[config.mk]
export PLATFORM = sky130hd
export DESIGN_NAME = io_reset_ctl
export DESIGN_NICKNAME = d
export VERILOG_FILES = /design/src/rtl/io_reset_ctl.sv
export SDC_FILE = /design/constraint.sdc
export NUM_CORES = 1
export LEC_CHECK = 0
export CAP_MARGIN = 20
export CORE_AREA = 2 2 39 41
export DETAILED_ROUTE_END_ITERATION = 16
export DIE_AREA = 0 0 41 43
export PLACE_DENSITY = 0.78
export SLEW_MARGIN = 20
export SYNTH_ARGS = -nofsm -noshare
export SYNTH_HDL_FRONTEND = slang
export SYNTH_SLANG_ARGS = --single-unit
export TNS_END_PERCENT = 1
[constraint.sdc]
create_clock -name clk -period 1.3 [get_ports clk]
set_input_delay 0.26 -clock clk [delete_from_list [all_inputs] [get_ports clk]]
set_output_delay 0.26 -clock clk [all_outputs]
set_load 0.01 [all_outputs]
[src/rtl/io_reset_ctl.sv]
module io_reset_ctl #(
  parameter int ADDR_W   = 16,
  parameter int DATA_W   = 8,
  parameter logic [ADDR_W-1:0] PORT_ADDR = 16'hCF9,
  parameter int TRIG_BIT = 2,
  parameter int TYPE_BIT = 1
) (
  input  logic              clk,
  input  logic              rst_n,
  input  logic [ADDR_W-1:0] io_addr,
  input  logic [DATA_W-1:0] io_wdata,
  input  logic              io_wr,
  input  logic              io_rd,
  output logic [DATA_W-1:0] io_rdata,
  output logic              io_hit,
  output logic              rst_req
);
  localparam logic [DATA_W-1:0] KEEP_MASK = DATA_W'(1) << TYPE_BIT;

  logic [DATA_W-1:0] ctl_q;
  logic sel, wr_sel, fire;

  assign sel    = (io_addr == PORT_ADDR);
  assign wr_sel = io_wr & sel;
  assign fire   = wr_sel & io_wdata[TRIG_BIT];

  always_ff @(posedge clk or negedge rst_n) begin
    if (!rst_n) begin
      ctl_q   <= '0;
      rst_req <= 1'b0;
    end else begin
      rst_req <= fire;
      if (wr_sel && !io_wdata[TRIG_BIT])
        ctl_q <= io_wdata & KEEP_MASK;
    end
  end

  assign io_hit   = io_rd & sel;
  assign io_rdata = io_hit ? ctl_q : '0;


  trig_pulse_chk: assert property (@(posedge clk) disable iff (!rst_n)
    (io_wr && io_addr == PORT_ADDR && io_wdata[TRIG_BIT]) |=> rst_req);


  trig_keeps_chk: assert property (@(posedge clk) disable iff (!rst_n)
    (io_wr && io_addr == PORT_ADDR && io_wdata[TRIG_BIT]) |=> $stable(ctl_q));


  mask_store_chk: assert property (@(posedge clk) disable iff (!rst_n)
    (io_wr && io_addr == PORT_ADDR && !io_wdata[TRIG_BIT])
      |=> (ctl_q == ($past(io_wdata) & KEEP_MASK)));


  other_addr_chk: assert property (@(posedge clk) disable iff (!rst_n)
    (io_wr && io_addr != PORT_ADDR) |=> ($stable(ctl_q) && !rst_req));


  req_cause_chk: assert property (@(posedge clk) disable iff (!rst_n)
    rst_req |-> $past(io_wr && io_addr == PORT_ADDR && io_wdata[TRIG_BIT]));


  quiet_bus_chk: assert property (@(posedge clk) disable iff (!rst_n)
    (io_rd && io_addr != PORT_ADDR) |-> (!io_hit && io_rdata == '0));
endmodule

==> impl_metrics.csv, run 1 <==
group,metric,value,unit
logic_synthesis,yosysUniqueCellTypes,12,
clock_network,holdBufCountCts,0,
floorplan,die_w,41,um
pwr,p_per_area,528,mW/mm2
placed_design,place_area,468,um2
floorplan,dieArea,0.00176,mm2
global_routing,grt_overflow_total,0,
logic_synthesis,synth_compound_area_share,0,%
placed_design,hpwl,517,um
cells_and_area,fin_area,537,um2
floorplan,core_area,0.00138,mm2
timing,fin_crit,1610,ps
timing,rsz0062_at_grt,"true",
cells_and_area,diodes,0,
logic_synthesis,synth_mux_area_share,6.52,%
floorplan,pin_count,38,
pwr,p_clk_share,47.8,%
setup_path,cp_max_fo,3,
routing,firstDrtPassIters,4,
clock_network,cts_buffers,3,
placed_design,dp_cells,60,
run_status,status,"complete, but fails checks",
timing,min_period_over_period,124,%
global_routing,grt_pass1_wl,993,um
pwr,seq_power_share,22.1,%
logic_synthesis,ys_ff_latch,2,
placed_design,gp_congestion,0.526,
cells_and_area,post-route-util,38.8,%
worst_hold_path,holdCritPathClass,"in -> async",
clock_network,cts_buffer_depth,2,
floorplan,initial_utilization,16.6,%
cells_and_area,finalNonFillerCells,64,
floorplan,die_y,43,um
routing,detail-route-antenna-nets,0,
clock_network,path_clk_slew,30,ps
cells_and_area,areaGrowthSynthToFinish,133,%
logic_synthesis,netlist_area,230,um2
cells_and_area,nNetsFinal,78,
timing,setup_slack,-308,ps
routing,routedWlPerCell,10.1,um
timing,setup-tns-final,-881,ps
routing,vias,232,
setup_path,cp.required,1040,ps
clock_network,htreeDepth,1,
timing,slew_viol_final,0,
floorplan,fp-row-count,14,
run,cap_viol_max_count,0,
routing,drcViolationCount,0,
logic_synthesis,synth-simple-area-share,47.3,%
placed_design,pre_cts_ws,-1050,ps
logic_synthesis,synth_top_family_by_area,"simple AND/OR/NAND/NOR gates",
global_routing,grt_max_degree,4,
pwr,internal-power,0.221,mW
logic_synthesis,syn_inst,20,
setup_path,start_kind,"input port",
timing,final.setup_skew,0,ps
timing,finalSetupViolations,3,
logic_synthesis,synth_xor_area_share,0,%
setup_path,worst_setup_path_end_kind,"primary output",
global_routing,grt_pass1_vias,280,
pwr,p_switching,0.0625,mW
routing,drt-total-wl,647,um
timing,hold_viol_final,0,
global_routing,antenna_found_initial,0,
clock_network,clk_latency,220,ps
setup_path,cp.arrival,1350,ps
logic_synthesis,synth_warnings,0,
logic_synthesis,seq_area_frac_synth,21.7,%
logic_synthesis,synth_fa_ha_area_share,0,%
routing,drtIter0Drc,1,
pwr,max-vdd-ir-drop,0.000223,V
setup_path,criticalPathCategory,"in -> out",
routing,vias_per_cell,3.63,
run_status,violations,"negative setup slack",
pwr,p_sw_share,22.1,%
pwr,p_leak,0.367,nW
logic_synthesis,avgSynthCellArea,11.5,um2
placed_design,io_buffers,24,
clock_network,root_buffer,"clkbuf_4",
cells_and_area,drive_above_1_share,33.3,%
clock_network,cts.sinks,2,
global_routing,grt_usage,8.72,%
pwr,pwr-share-comb,30.0,%
timing,clock.fmax,622,MHz
clock_network,tritoncts,"yes",
[what timing repair did]
action                     in CTS  in global routing
setup endpoints to repair       5                  4
pin swaps                       4                  4
buffers inserted                1                  0
resized for setup              22                 14
[critical path, stage by stage]
cell and delay [ps]:
buf_6 90, or4_4 530, nor4_4 170, and3_1 180, buf_2 120
[power by group through the flow]
stage	Sequential [mW]	Clock [mW]	Combinational, mW
floorplan	0.0634	0	0.0338
global placement	0.0634	0	0.0854
detailed placement	0.0634	0	0.0863
CTS	0.0627	0.144	0.0831
global route	0.0627	0.152	0.0916
finish	0.0628	0.136	0.0851
[cells in the mapped netlist]
library cell / n / share of area (%)
and3_1: 2 / 5.4
nand4bb_1: 1 / 4.9
buf_4: 7 / 23
conb_1: 1 / 1.6
nand4b_2: 1 / 6.5
mux2_4: 1 / 6.5
nand3b_1: 1 / 3.3
nor4_4: 1 / 9.2
nand4b_4: 1 / 10
or4_4: 1 / 4.9
dfrtp_1: 2 / 22
and2_1: 1 / 2.7
[final timing paths]
| path | from | end | slack [ps] | depth (start not counted) |
|---|---|---|---|---|
| hold reg to reg | ctl_q[1] | ctl_q[1] | 510 | 1 |
| hold / removal | rst_n | rst_req | 200 | 1 |
| setup reg to reg | ctl_q[1] | ctl_q[1] | 560 | 1 |
| min in group clk | ctl_q[1] | ctl_q[1] | 510 | 1 |
| max in group asynchronous | rst_n | ctl_q[1] | 970 | 1 |
| setup / recovery | io_addr[2] | io_rdata[1] | -310 | 5 |
[state kept, by name, summed over array words and instances, names as in the netlist]
name and count:
ctl_q 1, rst_req 1
[layout make-up]
class | instances | area (um2)
fillers | 148 | 847
repair buffers | 26 | 269
multi-input cells | 17 | 175
flip-flops and latches | 2 | 50.0
clock buffers | 3 | 22.5
well taps | 16 | 20.0
[cells in the final DEF (no fill, tap or decap)]
cell type	count
clkbuf_4	3
buf_2	4
nand3b_1	1
buf_4	1
and3_1	2
buf_6	2
nor4_4	1
conb_1	7
clkdlybuf4s15_1	1
dfrtp_1	2
dlymetal6s2s_1	12
or4_4	1
mux2_4	1
clkdlybuf4s50_1	5
nand4b_4	2
nand4bb_4	1
and2_1	1
dlygate4sd2_1	1
[cells by family after synthesis]
kind of cell	after synthesis
and+or+nand+nor	9
buffers and inverters	7
other	1
DFF	2
muxes	1
[layer usage]
metal  global-route usage [%]  wire (um)
met5                        0          0
met4                     8.00          0
met3                     3.14         56
met2                     15.3        365
met1                     6.39        226
[metrics by stage]
stage	total power, mW	hold WS (ps)
2_1_floorplan	0.0972	-35.6
3_3_place_gp	0.149	432
3_5_place_dp	0.150	436
4_1_cts	0.290	197
5_1_grt	0.306	201
6_report	0.283	205
Power figures use the tool's default switching activity.
==> run 2: changes to the inputs <==
--- a/config.mk
+++ b/config.mk
@@ -7,9 +7,10 @@
 export LEC_CHECK = 0
 export CAP_MARGIN = 20
 export CORE_AREA = 2 2 39 41
+export CTS_BUF_LIST = sky130_fd_sc_hd__clkbuf_8
 export DETAILED_ROUTE_END_ITERATION = 16
 export DIE_AREA = 0 0 41 43
-export PLACE_DENSITY = 0.78
+export PLACE_DENSITY = 0.76
 export SLEW_MARGIN = 20
 export SYNTH_ARGS = -nofsm -noshare
 export SYNTH_HDL_FRONTEND = slang
==> constraint.sdc (replaced) <==
create_clock -name clk -period 1.5 [get_ports clk]
set_input_delay 0.3 -clock clk [delete_from_list [all_inputs] [get_ports clk]]
set_output_delay 0.3 -clock clk [all_outputs]
set_load 0.01 [all_outputs]
==> run 2 against run 1 <==
  * The run still ends with negative setup slack left
  * Clock skew unchanged
  * Sequential share of layout area increased by 0.34 points
  * Register-to-register slack improved by 190 ps
  * Critical endpoint unchanged
  * Combinational power decreased by 14%
  * Flip-flop and latch count unchanged
  * Non-clock buffer count unchanged
  * Highest routed layer is now met4
  * Setup slack got worse by 27 ps
  * Wire length increased by 0.62%
==> impl_metrics.csv, run 2 (same netlist as run 1, synthesis figures left out) <==
group,metric,value,unit
worst_hold_path,holdCritPathClass,"in -> async",
setup_path,worst_setup_path_end_kind,"primary output",
clock_network,tritoncts,"yes",
pwr,p_sw_share,19.9,%
placed_design,gp_congestion,0.502,
setup_path,r2r_end,"ctl_q[1]",
floorplan,pin_count,38,
setup_path,cp.arrival,1540,ps
timing,min_period_over_period,122,%
clock_network,root_buffer,"clkbuf_8",
global_routing,grt_usage,8.53,%
global_routing,grt_pass1_wl,938,um
cells_and_area,areaGrowthSynthToFinish,125,%
pwr,p_per_area,662,mW/mm2
clock_network,cts.sinks,2,
global_routing,grt_overflow_total,0,
clock_network,holdBufCountCts,0,
routing,drcViolationCount,0,
pwr,finalPower,0.343,mW
setup_path,crit_slowest_cell,"or4_4",
setup_path,cp_cell_sequence,"buf_6 -> or4_4 -> nor4_4 -> and3_1 -> buf_2",
setup_path,worst-r2r-setup-slack,750,ps
setup_path,cp_max_fo,3,
floorplan,die_y,43,um
cells_and_area,reg.largest.list,"ctl_q: 1 flops, rst_req: 1 flops",
run_status,status,"complete, but fails checks",
floorplan,initial_utilization,16.6,%
routing,vias,250,
pwr,internal-power,0.275,mW
setup_path,crit_cells,5,
floorplan,core_area,0.00138,mm2
global_routing,grt_max_degree,4,
floorplan,fp-row-count,14,
global_routing,antenna_found_initial,0,
routing,routedWlPerCell,10.2,um
setup_path,path_buf_inv,2,
setup_path,start_kind,"input port",
floorplan,die_w,41,um
timing,hold_viol_final,0,
run_status,violations,"negative setup slack",
timing,final.setup_skew,0,ps
setup_path,criticalPathCategory,"in -> out",
timing,finalSetupViolations,3,
setup_path,cp.required,1200,ps
cells_and_area,fin_area,518,um2
placed_design,place_area,468,um2
pwr,p_clk_share,62.7,%
setup_path,crit_family,"simple AND/OR/NAND/NOR gates",
pwr,seq_power_share,15.9,%
cells_and_area,nNetsFinal,78,
clock_network,cts_buffers,3,
clock_network,path_clk_slew,30,ps
pwr,max-vdd-ir-drop,0.000162,V
routing,detail-route-antenna-nets,0,
timing,rsz0062_at_grt,"true",
cells_and_area,drive_above_1_share,31.3,%
cells_and_area,final_common_cell,"clkdlybuf4s50_1",
pwr,p_switching,0.0684,mW
timing,clock.fmax,545,MHz
cells_and_area,diodes,0,
timing,slew_viol_final,0,
timing,setup_slack,-335,ps
clock_network,clk_latency,210,ps
routing,firstDrtPassIters,4,
pwr,p_leak,0.284,nW
routing,drt-total-wl,651,um
global_routing,grt_pass1_vias,250,
placed_design,io_buffers,24,
setup_path,critPathMaxStageDelay,530,ps
cells_and_area,final_cell_mix,"clkdlybuf4s50_1 (15), conb_1 (7), buf_2 (4), clkbuf_8 (3), dlymetal6s2s_1 (3)",
pwr,pwr-share-comb,21.4,%
clock_network,cts_buffer_depth,2,
routing,drtIter0Drc,1,
timing,fin_crit,1840,ps
floorplan,dieArea,0.00176,mm2
setup_path,rr_worst_depth,1,
clock_network,htreeDepth,1,
setup_path,r2r_start,"ctl_q[1]",
routing,vias_per_cell,3.91,
run,cap_viol_max_count,0,
==> run 2: worst max path at each step <==
stage | from | end
floorplan | io_addr[12] | ctl_q[1]
global placement | io_addr[12] | io_rdata[1]
detailed placement | io_addr[12] | io_rdata[1]
CTS | io_addr[14] | io_rdata[1]
global route | io_addr[8] | io_rdata[1]
finish | io_addr[14] | io_rdata[1]
==> run 2: timing repair <==
item                                    in CTS  in global routing
endpoints found under the setup margin       4                  4
pin swaps                                    4                  3
gates cloned                                 0                  0
buffers inserted                             2                  0
endpoints found under the hold margin        0                  0
gates resized for setup                     21                  4
==> run 2: through the flow <==
step                util [%]  cells  worst slack (ps)  TNS [ps]  hold slack, ps
CTS                     36.3     64              -330      -923             257
floorplan                  -     26             -37.7     -67.4            4.41
global route            37.4     64              -423     -1230             256
finish                  37.4     64              -335      -898             257
global placement        33.8     60              -909     -2630             473
detailed placement      33.8     60              -925     -2720             481
==> run 2: cell type report <==
class	instances	area, um2
Clock buffer	3	41.3
Fill cell	141	866
Multi-Input combinational cell	17	159
Sequential cell	2	50.0
Tap cell	16	20.0
Timing Repair Buffer	26	248
==> run 2: metal layers <==
layer	global-route usage [%]	routed length, um	share of wire, %
met1	7.05	177	27
met2	14.1	375	58
met3	3.14	81	12
met4	8.00	16	2.5
met5	0	0	0
==> run 2: power by group through the flow <==
| stage | logic, mW | registers [mW] | clock network [mW] |
|---|---|---|---|
| 2_1_floorplan | 0.0293 | 0.0550 | 0 |
| 3_3_place_gp | 0.0740 | 0.0549 | 0 |
| 3_5_place_dp | 0.0749 | 0.0549 | 0 |
| 4_1_cts | 0.0719 | 0.0544 | 0.220 |
| 5_1_grt | 0.0788 | 0.0544 | 0.226 |
| 6_report | 0.0734 | 0.0544 | 0.215 |
==> run 3: changes to the inputs <==
--- a/config.mk
+++ b/config.mk
@@ -11,7 +11,6 @@
 export DETAILED_ROUTE_END_ITERATION = 16
 export DIE_AREA = 0 0 41 43
 export PLACE_DENSITY = 0.76
-export SLEW_MARGIN = 20
 export SYNTH_ARGS = -nofsm -noshare
 export SYNTH_HDL_FRONTEND = slang
 export SYNTH_SLANG_ARGS = --single-unit
==> results of run 3 <==
The final DEF is identical to that of run 2; final timing and power are the same.
